File: config.mk
export PLATFORM = sky130hd
export DESIGN_NAME = lcd_mux_scan
export DESIGN_NICKNAME = d
export VERILOG_FILES = /design/src/rtl/lcd_scan_pkg.sv /design/src/rtl/lcd_scan_timebase.sv /design/src/rtl/lcd_scan_fetch.sv /design/src/rtl/lcd_scan_drive.sv /design/src/rtl/lcd_mux_scan.sv
export SDC_FILE = /design/constraint.sdc
export NUM_CORES = 1
export LEC_CHECK = 0
export ABC_AREA = 1
export BUFFER_PORTS_ARGS = -buffer_cell sky130_fd_sc_hd__buf_2
export CELL_PAD_IN_SITES_DETAIL_PLACEMENT = 0
export CELL_PAD_IN_SITES_GLOBAL_PLACEMENT = 2
export CORE_MARGIN = 2
export CORE_UTILIZATION = 20
export DETAILED_ROUTE_END_ITERATION = 6
export PLACE_DENSITY = 0.74
export REMOVE_ABC_BUFFERS = 1
export SYNTH_ARGS = -nofsm -noshare
export SYNTH_HDL_FRONTEND = slang
export SYNTH_SLANG_ARGS = --single-unit
File: constraint.sdc
create_clock -name clk -period 1.9 [get_ports clk]
set_input_delay 0.095 -clock clk [delete_from_list [all_inputs] [get_ports clk]]
set_output_delay 0.095 -clock clk [all_outputs]
set_load 0.02 [all_outputs]
File: src/rtl/lcd_scan_pkg.sv
package lcd_scan_pkg;
  localparam int LVL_W = 3;
  typedef logic [LVL_W-1:0] lvl_t;

  function automatic lvl_t top_rail(input logic bias7);
    return bias7 ? lvl_t'(7) : lvl_t'(5);
  endfunction

  // common codes: select at the outer rail, non-select one step inside
  function automatic lvl_t com_code(input logic bias7, input logic pol, input logic sel);
    lvl_t a;
    a = top_rail(bias7);
    if (sel) return pol ? lvl_t'(0) : a;
    return pol ? lvl_t'(a - lvl_t'(1)) : lvl_t'(1);
  endfunction

  // segment codes: select opposite to the common, non-select two steps inside
  function automatic lvl_t seg_code(input logic bias7, input logic pol, input logic on);
    lvl_t a;
    a = top_rail(bias7);
    if (on) return pol ? a : lvl_t'(0);
    return pol ? lvl_t'(a - lvl_t'(2)) : lvl_t'(2);
  endfunction
endpackage

File: src/rtl/lcd_scan_timebase.sv
module lcd_scan_timebase #(
  parameter int FRAME_TICKS = 256,
  parameter int COM_N       = 32,
  localparam int CNT_W = $clog2(FRAME_TICKS),
  localparam int IDX_W = $clog2(COM_N)
) (
  input  logic             clk,
  input  logic             rst_n,
  input  logic             duty32,
  output logic             pol,
  output logic             duty_q,
  output logic [IDX_W-1:0] slot_idx,
  output logic [IDX_W-1:0] next_idx,
  output logic             slot_last,
  output logic             prefetch,
  output logic             frame_first
);
  localparam int SH32 = CNT_W - IDX_W;
  localparam int SH16 = SH32 + 1;
  localparam logic [CNT_W-1:0] MASK32 = CNT_W'((1 << SH32) - 1);
  localparam logic [CNT_W-1:0] MASK16 = CNT_W'((1 << SH16) - 1);
  localparam logic [CNT_W-1:0] CNT_MAX = CNT_W'(FRAME_TICKS - 1);
  localparam logic [IDX_W-1:0] IDX32_MAX = IDX_W'(COM_N - 1);
  localparam logic [IDX_W-1:0] IDX16_MAX = IDX_W'(COM_N / 2 - 1);

  logic [CNT_W-1:0] cnt;
  logic [CNT_W-1:0] pos;
  logic [CNT_W-1:0] mask;
  logic             frame_wrap;

  assign mask        = duty_q ? MASK32 : MASK16;
  assign pos         = cnt & mask;
  assign slot_idx    = duty_q ? IDX_W'(cnt >> SH32) : IDX_W'(cnt >> SH16);
  assign slot_last   = (pos == mask);
  assign prefetch    = (pos == mask - CNT_W'(1));
  assign next_idx    = (slot_idx + IDX_W'(1)) & (duty_q ? IDX32_MAX : IDX16_MAX);
  assign frame_wrap  = (cnt == CNT_MAX);
  assign frame_first = (cnt == '0);

  always_ff @(posedge clk or negedge rst_n) begin
    if (!rst_n) begin
      cnt    <= '0;
      pol    <= 1'b0;
      duty_q <= 1'b0;
    end else begin
      cnt <= frame_wrap ? '0 : cnt + CNT_W'(1);
      if (frame_wrap) begin
        pol    <= ~pol;
        duty_q <= duty32;
      end
    end
  end

  // polarity only moves at a frame start
  a_r5_pol_at_frame: assert property (@(posedge clk) disable iff (!rst_n)
    !$stable(pol) |-> frame_first);
  // duty latch only moves at a frame start
  a_r10_duty_at_frame: assert property (@(posedge clk) disable iff (!rst_n)
    !$stable(duty_q) |-> frame_first);
  // slot index advances by at most one per tick or restarts at 0
  a_r2_idx_step: assert property (@(posedge clk) disable iff (!rst_n)
    !$stable(slot_idx) |-> (slot_idx == '0) || (slot_idx == $past(slot_idx) + IDX_W'(1)));
endmodule

File: src/rtl/lcd_scan_fetch.sv
module lcd_scan_fetch #(
  parameter int COM_N = 32,
  parameter int SEG_N = 48,
  localparam int IDX_W = $clog2(COM_N)
) (
  input  logic             clk,
  input  logic             rst_n,
  input  logic             prefetch,
  input  logic             slot_last,
  input  logic [IDX_W-1:0] next_idx,
  input  logic [SEG_N-1:0] ram_data,
  output logic             ram_rd,
  output logic [IDX_W-1:0] ram_addr,
  output logic [SEG_N-1:0] row_q
);
  assign ram_rd   = prefetch;
  assign ram_addr = prefetch ? next_idx : '0;

  always_ff @(posedge clk or negedge rst_n) begin
    if (!rst_n) row_q <= '0;
    else if (slot_last) row_q <= ram_data;
  end

  // the row only changes on entry to a new slot
  a_r9_row_at_slot: assert property (@(posedge clk) disable iff (!rst_n)
    !$stable(row_q) |-> $past(slot_last));
  // a read is always followed one tick later by the slot's last tick
  a_r9_read_then_latch: assert property (@(posedge clk) disable iff (!rst_n)
    ram_rd |=> slot_last);
endmodule

File: src/rtl/lcd_scan_drive.sv
module lcd_scan_drive
  import lcd_scan_pkg::*;
#(
  parameter int COM_N = 32,
  parameter int SEG_N = 48,
  localparam int IDX_W = $clog2(COM_N)
) (
  input  logic               clk,
  input  logic               rst_n,
  input  logic               disp_on,
  input  logic               bias7,
  input  logic               pol,
  input  logic               duty_q,
  input  logic [IDX_W-1:0]   slot_idx,
  input  logic [SEG_N-1:0]   row_q,
  output logic [COM_N-1:0]   com_sel_vec,
  output logic [COM_N*LVL_W-1:0] com_lvl,
  output logic [SEG_N*LVL_W-1:0] seg_lvl
);
  localparam int HALF = COM_N / 2;

  for (genvar k = 0; k < COM_N; k++) begin : g_com
    logic in_scan;
    if (k < HALF) begin : g_low
      assign in_scan = 1'b1;
    end else begin : g_high
      assign in_scan = duty_q;
    end
    assign com_sel_vec[k] = in_scan && (slot_idx == IDX_W'(k));
    assign com_lvl[k*LVL_W +: LVL_W] =
      disp_on ? com_code(bias7, pol, com_sel_vec[k]) : lvl_t'(0);
  end

  for (genvar j = 0; j < SEG_N; j++) begin : g_seg
    assign seg_lvl[j*LVL_W +: LVL_W] =
      disp_on ? seg_code(bias7, pol, row_q[j]) : lvl_t'(0);
  end

  // never more than one common selected
  a_r2_one_com: assert property (@(posedge clk) disable iff (!rst_n)
    $onehot0(com_sel_vec));
  // upper commons idle in 1/16 duty
  a_r3_upper_idle: assert property (@(posedge clk) disable iff (!rst_n)
    !duty_q |-> (com_sel_vec[COM_N-1:HALF] == '0));
endmodule

File: src/rtl/lcd_mux_scan.sv
module lcd_mux_scan
  import lcd_scan_pkg::*;
#(
  parameter int FRAME_TICKS = 256,
  parameter int COM_N       = 32,
  parameter int SEG_N       = 48,
  localparam int IDX_W = $clog2(COM_N)
) (
  input  logic                   clk,
  input  logic                   rst_n,
  input  logic                   disp_on,
  input  logic                   duty32,
  input  logic                   bias7,
  output logic                   ram_rd,
  output logic [IDX_W-1:0]       ram_addr,
  input  logic [SEG_N-1:0]       ram_data,
  output logic [COM_N*LVL_W-1:0] com_lvl,
  output logic [SEG_N*LVL_W-1:0] seg_lvl
);
  logic             pol;
  logic             duty_q;
  logic [IDX_W-1:0] slot_idx;
  logic [IDX_W-1:0] next_idx;
  logic             slot_last;
  logic             prefetch;
  logic             frame_first;
  logic [SEG_N-1:0] row_q;
  logic [COM_N-1:0] com_sel_vec;

  lcd_scan_timebase #(.FRAME_TICKS(FRAME_TICKS), .COM_N(COM_N)) u_tb (
    .clk(clk), .rst_n(rst_n), .duty32(duty32), .pol(pol), .duty_q(duty_q),
    .slot_idx(slot_idx), .next_idx(next_idx), .slot_last(slot_last),
    .prefetch(prefetch), .frame_first(frame_first)
  );

  lcd_scan_fetch #(.COM_N(COM_N), .SEG_N(SEG_N)) u_fetch (
    .clk(clk), .rst_n(rst_n), .prefetch(prefetch), .slot_last(slot_last),
    .next_idx(next_idx), .ram_data(ram_data), .ram_rd(ram_rd),
    .ram_addr(ram_addr), .row_q(row_q)
  );

  lcd_scan_drive #(.COM_N(COM_N), .SEG_N(SEG_N)) u_drive (
    .clk(clk), .rst_n(rst_n), .disp_on(disp_on), .bias7(bias7), .pol(pol),
    .duty_q(duty_q), .slot_idx(slot_idx), .row_q(row_q),
    .com_sel_vec(com_sel_vec), .com_lvl(com_lvl), .seg_lvl(seg_lvl)
  );

  // display off puts every pin on the ground rail
  a_r8_off_ground: assert property (@(posedge clk) disable iff (!rst_n)
    !disp_on |-> (com_lvl == '0) && (seg_lvl == '0));
  // read address stays inside the scanned range
  a_r9_addr_range: assert property (@(posedge clk) disable iff (!rst_n)
    (ram_rd && !duty_q) |-> (ram_addr < IDX_W'(COM_N / 2)));
  // first tick after reset selects common 0
  a_r1_start_com0: assert property (@(posedge clk) disable iff (!rst_n)
    (frame_first && disp_on) |-> com_sel_vec[0]);
endmodule

==> metrics <==
Via density 4.37; fin worst setup slack -288 ps; Worst Setup Slack post-DPL -236 ps; Synth area leaders dfrtp_1, nor2_1, buf_4; Synth area leader dfrtp_1; max cap viols 0; net count reported at finish 1173; final std cells w/o fill ~1500; Placed Cells 1378; top_reg_cell synth dfrtp_1; first-pass GRT wire length about 34000 µm; total gr overflow 0; met3 Usage GRT about 3.8%; Post-Synthesis Cells slightly above 800; number of synthesized flops with an enable pin 0; Post-Synth Adder-Cell Area 1.84%; DP HPWL roughly 15000 µm; Row Count 60; effective utilization at floorplan around 20%; vias in the first global route 6041; most frequent cell after synthesis nor2_1; final hold viol count 0; CTS tree done; DRT Pass-1 Iters 4; register bit total from synthesis 58; Cell Pwr Density 419 nW/µm²; Peak VDD IR 0.000301 V; Die Ht 169 µm; mean post-synth cell area 6.58 µm²; Antenna diodes 0; Pwr Total ~3.7 mW; final setup TNS -12980 ps; share of cells above drive strength 1 47.5%; Worst-Skew Late Latency 330 ps; number of CTS-inserted buffers 9; final hold slack 13.0 ps; Port Buffer Count 298; Die ar. roughly 29000 µm²; HP Class in -> reg; Core ar. approximately 27000 µm²; unrepaired setup endpoints after global routing true; H-Tree Depth 3; Static Leak 4.67 nW; Routed WL per cell between 15 and 20 µm; final setup violation count 66; status finished with violations; GR Layer Usage met1 18.9%; mux contribution to synthesized area around a tenth; Clk pin slew, worst setup/hold paths 50 ps; Final Util 32.9%; CP Data Arrival Time 2090 ps; Slew Viols, Final 0; largest family of logic cells by synthesized area simple AND/OR/NAND/NOR gates; initial antenna violation count 1; final instance area between 8000 and 9000 µm²; largest net degree at the start of global routing 57; Compound-Gate Fraction of Synth Area under 10%; via count 6376; met2 GRT Util between 20% and 30%; Worst setup SP type flip-flop; DRT antenna net count 0; failing checks setup timing; Achievable Freq 457 MHz; initial drt markers 276; fin crit period around 2200 ps; GRT Util Overall 14.8%; Slew headroom approximately three fifths; part of the Yosys area used for sequential elements 26.7%; cell area after synthesis approximately 5400 µm²; area share of the largest cell type after synthesis 26.7%; Hold Path Depth 2; GPL Wtd Cong 0.761; Final Cycle Share 115%; Placed Area around 7000 µm²; Crit Path Max Fanout 6; Synth top cells by count nor2_1, nand2_1, buf_4, dfrtp_1, nand4_1; CTS sink count 58; synth unique cells 25; Yosys warnings 0; die width 169 µm; num ports approximately 300; ys async rst share 100%; post-synthesis xor/xnor area fraction 0.322%; Least-Margin Pin Slew 617 ps; clock buffer depth 2; simple-gate share of the synthesized area 33.6%; element type at the critical path end output port; WL final 22000 µm; number of remaining DRC errors 0; busiest grt layer met2; Setup CP Type reg -> out; CTS Root Buffer Type clkbuf_16; Area growth syn-to-layout 62.2%; clock skew after layout 6.91 ps; critical path data required time between 1500 and 2000 ps; worst-case reg-to-reg path depth 7
## per-layer routing
metal | wire, µm | share of wire [%] | up-vias
met2 | 10500 | 48 | 256
li1 | - | - | 3208
met5 | 13 | 0.059 | -
met3 | 1700 | 7.7 | 9
met4 | 133 | 0.60 | 2
met1 | 9640 | 44 | 2901
## placed cells by master (no fill, tap or decap), types with 10 or more instances in the layout
cell type / n
inv_1: 13
a21oi_1: 48
buf_2: 232
dlygate4sd3_1: 44
mux2_2: 48
nand2_1: 131
dfrtp_1: 56
nor2_4: 11
nor2_1: 176
nand2_4: 10
nor2_2: 23
buf_6: 45
clkbuf_16: 12
buf_12: 11
nand2_2: 11
buf_4: 85
nand4_1: 58
o21ai_0: 50
## path summary, 6_finish.rpt
kind	to	startpoint	slack, ps
max	com_lvl[94]	u_tb.duty_q$_DFFE_PN0N_	-290
min	u_fetch.row_q[0]$_DFFE_PN0N_	ram_data[0]	10
max reg2reg	u_fetch.row_q[13]$_DFFE_PN0N_	u_tb.duty_q$_DFFE_PN0N_	110
min reg2reg	u_tb.cnt[0]$_DFF_PN0_	u_tb.cnt[0]$_DFF_PN0_	510
max in group asynchronous	u_fetch.row_q[39]$_DFFE_PN0N_	rst_n	970
min in group asynchronous	u_fetch.row_q[9]$_DFFE_PN0N_	rst_n	310
## registers in the layout (all words and copies together) (netlist names)
register,cells
u_tb.duty_q,1
u_tb.cnt,8
u_fetch.row_q,48
u_tb.pol,1
## worst max-delay path, cell delays in order, from the launching register on
cell and delay (ps):
dfrtp_2 480, o21ai_4 240, ha_4 190, inv_6 50, nor2_4 170, ha_4 180, nand2_4 50, nor2_4 100
buf_6 110, nor4_4 30, buf_4 180
## area by class of cell
type                       instances  area [µm²]
clock buffer                      10         229
clock inverter                     6        91.3
fill                            2924       18000
inverter                          23         101
multi-input combinational        599        3450
sequential                        58        1450
tap                              341         427
timing repair buffer             421        3070
## logic make-up (layout without fill, tap and decap cells)
group	Yosys count	in the layout
buf+inv	171	460
simple gates	438	438
xor+xnor	2	2
compound gates	103	103
flops	58	58
mux	48	48
fa+ha+maj	8	8
## repair_timing
item | 4_1_cts | 5_1_grt
pin swaps | 31 | 54
resized for setup | 131 | 107
endpoints found under the setup margin | 68 | 104
hold buffers | 44 | 0
setup buffers | 4 | 13
gates cloned | 1 | 3
endpoints found under the hold margin | 62 | 0
## power by group
part / switching, mW / internal (mW)
registers: 0.0510 / 1.29
logic: 0.347 / 0.248
clock network: 0.609 / 1.15
total: 1.01 / 2.69
(Power assumes the default switching activity.)
